[src/rtl/cga_pkg.sv]
package cga_pkg;

  localparam int CFG_W = 14;

  // bit 13 push_pull, 12:10 use bits, 9 xnor polarity, 8 xor mode, 7:0 truth table
  typedef struct packed {
    logic       push_pull;
    logic [2:0] use_bits;
    logic       xnor_pol;
    logic       xor_mode;
    logic [7:0] table_bits;
  } grp_cfg_t;

  function automatic logic [2:0] mask_levels(input logic [2:0] lvl, input logic [2:0] use_bits);
    return lvl & use_bits;
  endfunction

  function automatic logic gate_eval(input grp_cfg_t cfg, input logic [2:0] lvl);
    logic [2:0] m;
    m = mask_levels(lvl, cfg.use_bits);
    if (cfg.xor_mode) return m[0] ^ m[1] ^ cfg.xnor_pol;
    return cfg.table_bits[m];
  endfunction

endpackage

[src/rtl/cga_sync.sv]
module cga_sync #(
  parameter int W      = 8,
  parameter int STAGES = 2
) (
  input  logic         clk,
  input  logic         rst_n,
  input  logic [W-1:0] d,
  output logic [W-1:0] q
);
  logic [W-1:0] stg [STAGES];

  always_ff @(posedge clk or negedge rst_n) begin
    if (!rst_n) begin
      for (int i = 0; i < STAGES; i++) stg[i] <= '0;
    end else begin
      stg[0] <= d;
      for (int i = 1; i < STAGES; i++) stg[i] <= stg[i-1];
    end
  end

  assign q = stg[STAGES-1];
endmodule

[src/rtl/cga_gate.sv]
module cga_gate
  import cga_pkg::*;
(
  input  grp_cfg_t   cfg,
  input  logic       en,
  input  logic [2:0] pin_lvl,
  input  logic       casc_sel,
  input  logic       casc_lvl,
  output logic [2:0] eff_lvl,
  output logic       result
);
  // input 0 may come from the neighbouring group instead of its pin
  always_comb begin
    eff_lvl = {pin_lvl[2:1], casc_sel ? casc_lvl : pin_lvl[0]};
    result  = en & gate_eval(cfg, eff_lvl);
  end
endmodule

[src/rtl/cga_pin_mux.sv]
module cga_pin_mux
  import cga_pkg::*;
(
  input  grp_cfg_t   cfg,
  input  logic       en,
  input  logic       result,
  input  logic       in0_free,
  input  logic       out_hide,
  input  logic [3:0] gpio_out,
  input  logic [3:0] gpio_oe,
  output logic [3:0] pin_out,
  output logic [3:0] pin_oe,
  output logic [3:0] owned
);
  always_comb begin
    owned[0] = en & cfg.use_bits[0] & ~in0_free;
    owned[1] = en & cfg.use_bits[1];
    owned[2] = en & cfg.use_bits[2];
    owned[3] = en & ~out_hide;
    for (int k = 0; k < 3; k++) begin
      pin_out[k] = gpio_out[k];
      pin_oe[k]  = owned[k] ? 1'b0 : gpio_oe[k];
    end
    if (owned[3]) begin
      pin_out[3] = cfg.push_pull ? result : 1'b0;
      pin_oe[3]  = cfg.push_pull ? 1'b1 : ~result;
    end else begin
      pin_out[3] = gpio_out[3];
      pin_oe[3]  = gpio_oe[3];
    end
  end
endmodule

[src/rtl/cfg_gate_array.sv]
module cfg_gate_array
  import cga_pkg::*;
#(
  parameter int NGROUP      = 2,
  parameter int SYNC_STAGES = 2,
  localparam int NPIN       = 4 * NGROUP,
  localparam int NPAIR      = NGROUP / 2
) (
  input  logic                    clk,
  input  logic                    rst_n,
  input  logic [NPIN-1:0]         pin_in,
  input  logic [NPIN-1:0]         gpio_out,
  input  logic [NPIN-1:0]         gpio_oe,
  input  logic [NGROUP-1:0]       grp_en,
  input  logic [NGROUP*CFG_W-1:0] grp_cfg,
  input  logic [NPAIR-1:0]        casc_en,
  input  logic [NPAIR-1:0]        mid_vis,
  output logic [NPIN-1:0]         pin_out,
  output logic [NPIN-1:0]         pin_oe,
  output logic [NPIN-1:0]         rd_pin,
  output logic [NGROUP-1:0]       term_rd
);
  logic [NPIN-1:0]   s_lvl;
  logic [NPAIR-1:0]  casc_act;
  logic [NGROUP-1:0] casc_sel;
  logic [NGROUP-1:0] casc_lvl;
  logic [NGROUP-1:0] out_hide;
  logic [NGROUP-1:0] result;
  logic [NPIN-1:0]   pin_owned;

  cga_sync #(.W(NPIN), .STAGES(SYNC_STAGES)) u_sync (
    .clk(clk), .rst_n(rst_n), .d(pin_in), .q(s_lvl)
  );

  // cascade decisions per pair
  for (genvar p = 0; p < NPAIR; p++) begin : g_pair
    assign casc_act[p] = casc_en[p] & grp_en[2*p] & grp_en[2*p+1];
  end

  for (genvar g = 0; g < NGROUP; g++) begin : g_grp
    grp_cfg_t   cfg;
    logic [2:0] eff_lvl;
    assign cfg = grp_cfg_t'(grp_cfg[g*CFG_W +: CFG_W]);

    if ((g % 2) == 1) begin : g_second
      assign casc_sel[g] = casc_act[g/2];
      assign casc_lvl[g] = result[g-1];
      assign out_hide[g] = 1'b0;
    end else if (g + 1 < NGROUP) begin : g_first
      assign casc_sel[g] = 1'b0;
      assign casc_lvl[g] = 1'b0;
      assign out_hide[g] = casc_act[g/2] & ~mid_vis[g/2];
    end else begin : g_single
      assign casc_sel[g] = 1'b0;
      assign casc_lvl[g] = 1'b0;
      assign out_hide[g] = 1'b0;
    end

    cga_gate u_gate (
      .cfg(cfg), .en(grp_en[g]), .pin_lvl(s_lvl[4*g +: 3]),
      .casc_sel(casc_sel[g]), .casc_lvl(casc_lvl[g]),
      .eff_lvl(eff_lvl), .result(result[g])
    );

    cga_pin_mux u_mux (
      .cfg(cfg), .en(grp_en[g]), .result(result[g]),
      .in0_free(casc_sel[g]), .out_hide(out_hide[g]),
      .gpio_out(gpio_out[4*g +: 4]), .gpio_oe(gpio_oe[4*g +: 4]),
      .pin_out(pin_out[4*g +: 4]), .pin_oe(pin_oe[4*g +: 4]),
      .owned(pin_owned[4*g +: 4])
    );
  end

  assign rd_pin  = s_lvl;
  assign term_rd = result;

endmodule

[config.mk]
export PLATFORM = sky130hd
export DESIGN_NAME = cfg_gate_array
export DESIGN_NICKNAME = d
export VERILOG_FILES = /design/src/rtl/cga_pkg.sv /design/src/rtl/cga_sync.sv /design/src/rtl/cga_gate.sv /design/src/rtl/cga_pin_mux.sv /design/src/rtl/cfg_gate_array.sv
export SDC_FILE = /design/constraint.sdc
export NUM_CORES = 1
export LEC_CHECK = 0
export BUFFER_PORTS_ARGS = -buffer_cell sky130_fd_sc_hd__buf_2
export CAP_MARGIN = 20
export CELL_PAD_IN_SITES_DETAIL_PLACEMENT = 1
export CELL_PAD_IN_SITES_GLOBAL_PLACEMENT = 1
export CORE_MARGIN = 8
export CORE_UTILIZATION = 29
export CTS_CLUSTER_DIAMETER = 60
export DETAILED_ROUTE_END_ITERATION = 10
export GPL_TIMING_DRIVEN = 0
export PLACE_DENSITY = 0.87
export SYNTH_ARGS = -nofsm -noshare
export SYNTH_HDL_FRONTEND = slang
export SYNTH_HIERARCHICAL = 1
export SYNTH_SLANG_ARGS = --single-unit
[constraint.sdc]
create_clock -name clk -period 4.42 [get_ports clk]
set_clock_uncertainty 0.1 [all_clocks]
set_input_delay 0.221 -clock clk [delete_from_list [all_inputs] [get_ports clk]]
set_output_delay 0.221 -clock clk [all_outputs]
set_load 0.1 [all_outputs]
==> impl_metrics.tcl <==
set metrics [dict create \
    r2r_start "u_sync/stg[11]" \
    layout-drive-gt1-share_pct 59.4 \
    wirelength_um 3450 \
    diodes 0 \
    r2r-end "u_sync/q[3]" \
    overflow 0 \
    ant_nets 0 \
    clockBufferDepth 2 \
    cts-root-buf "clkbuf_4" \
    final_cell_mix "buf_2, dfrtp_1, buf_4" \
    final_common_cell "buf_2" \
    nFillCells 428 \
    rows 21 \
    cts_htree_levels 1 \
    period_share_pct 89.5 \
    required_ns 4.10 \
    drt-initial-drc-count 31 \
    switchingPower_mw 0.200 \
    avgViaCountPerCell 4.50 \
    antenna_found_initial 0 \
    fmax_ghz 0.253 \
    wl_per_cell_um 14.5 \
    pin_count 84 \
    fin_crit_ns 3.96 \
    grt_pass1_vias 1174 \
    hold_path_end "u_sync/q[0]" \
    hold_path.startpoint "u_sync/stg[8]" \
    start_kind "flop" \
    dieWidth_um 75.5 \
    clk_latency_ns 0.28 \
    start_util_pct 30.5 \
    remaining_drc_errors 0 \
    gp_congestion 0.752 \
    die-area_mm2 0.00570 \
    sw_frac_of_total_pct 42.8 \
    fin_tns_setup_ns 0 \
    p_comb_share_pct 46.8 \
    hold_class "reg -> reg" \
    cp-end-kind "output pin" \
    max_cap_violations 0 \
    irDropWorstVdd_mv 0.161 \
    grt_max_degree 17 \
    avgSynthCellArea_um2 10.4 \
    grt_pass1_wl_um 5020 \
    grt_use_total_pct 11.4 \
    intPower_mw 0.267 \
    placed_cell_area_mm2 0.00150 \
    io_buffers 77 \
    synthesis.area_mm2 0.00103 \
    power.static_leakage_nw 0.872 \
    synthCells 99 \
    critPathKind "reg -> out" \
    total_power_mw 0.467 \
    clock-sinks 16 \
    pwr-share-seq_pct 33.3 \
    whs_path_depth 0 \
    pwr-share-clk_pct 19.9 \
    core_region_area_mm2 0.00336 \
    outcome "completed" \
    hold_violations 0 \
    cts_buffers 3 \
    rr_worst_depth 0 \
    drt_first_pass_iters 2 \
    cts_setup_buffers 0 \
    crit_fanout 7 \
    p_per_area_mw_per_mm2 288 \
    finalSetupViolCount 0 \
    dp_hpwl_um 2930 \
    yosys_warnings 6 \
    drv_slew 0 \
    fin_area_mm2 0.00162 \
    vias 1071 \
    die_h_um 75.5 \
    layout.nets 251 \
    critPathArrivalTime_ns 3.64 \
    rsz0062_at_grt "no" \
    reg2reg_setup_slack_ns 3.83 \
    layout-area-overhead-vs-synth_pct 58.0 \
    tritoncts "done" \
    clk_pin_slew_ns 0.08 \
]
registers in the layout, summed over array words and instances, names as in the netlist:
name / flops
u_sync/q: 8
u_sync/stg: 8
cell type report:
cell class	count	area (um2)	area share (%)
multi-input cells	70	539	33.3
well taps	46	57.6	3.55
inverters	2	7.51	0.463
flip-flops and latches	16	400	24.7
plain buffers	14	105	6.48
repair buffers	86	475	29.3
clock buffers	4	36.3	2.24
timing repair:
action / 4_1_cts / 5_1_grt
gates resized for setup: 0 / 0
hold buffers: 9 / 0
endpoints found under the hold margin: 24 / 0
metrics by stage:
step	hold WS (ns)	setup slack, ns	utilization, %	instances
finish	0.253	0.463	48.2	238
global route	0.265	0.315	48.2	238
CTS	0.256	0.447	48.2	238
global placement	0.0324	0.783	44.5	225
detailed placement	0.0411	0.772	44.5	225
floorplan	-0.175	0.0968	-	102
power by group through the flow:
stage / Combinational, mW / Sequential, mW / Clock (mW)
floorplan: 0.163 / 0.158 / 0
global placement: 0.211 / 0.158 / 0
detailed placement: 0.213 / 0.159 / 0
CTS: 0.220 / 0.156 / 0.0949
global route: 0.229 / 0.156 / 0.101
finish: 0.218 / 0.156 / 0.0929
routing by layer:
| layer | GRT usage [%] | vias up | wire length (um) |
|---|---|---|---|
| met4 | 4.48 | 0 | 53 |
| met5 | 0 | - | 0 |
| met3 | 3.95 | 6 | 416 |
| met2 | 22.7 | 44 | 1900 |
| met1 | 10.1 | 492 | 1080 |
| li1 | - | 529 | - |
critical path, stage by stage (launching register included):
cell      delay [ns]
dfrtp_1         0.37
buf_4           0.13
mux2_4          0.30
a221oi_2        0.28
a221oi_1        0.08
o311a_2         0.41
mux2_4          0.31
a221oi_2        0.28
a221oi_1        0.07
o311a_2         0.41
or2b_1          0.16
mux2_4          0.13
buf_2           0.41
worst max-delay path by stage:
| stage | startpoint | depth (start not counted) | endpoint |
|---|---|---|---|
| floorplan | u_sync/q[0] | 11 | pin_out[7] |
| finish | u_sync/q[0] | 12 | pin_oe[7] |
| global route | u_sync/q[0] | 12 | pin_oe[7] |
| global placement | u_sync/q[0] | 12 | pin_oe[7] |
| detailed placement | u_sync/q[0] | 12 | pin_oe[7] |
| CTS | u_sync/q[0] | 12 | pin_oe[7] |
No activity file was read; power rests on OpenSTA's default activity.
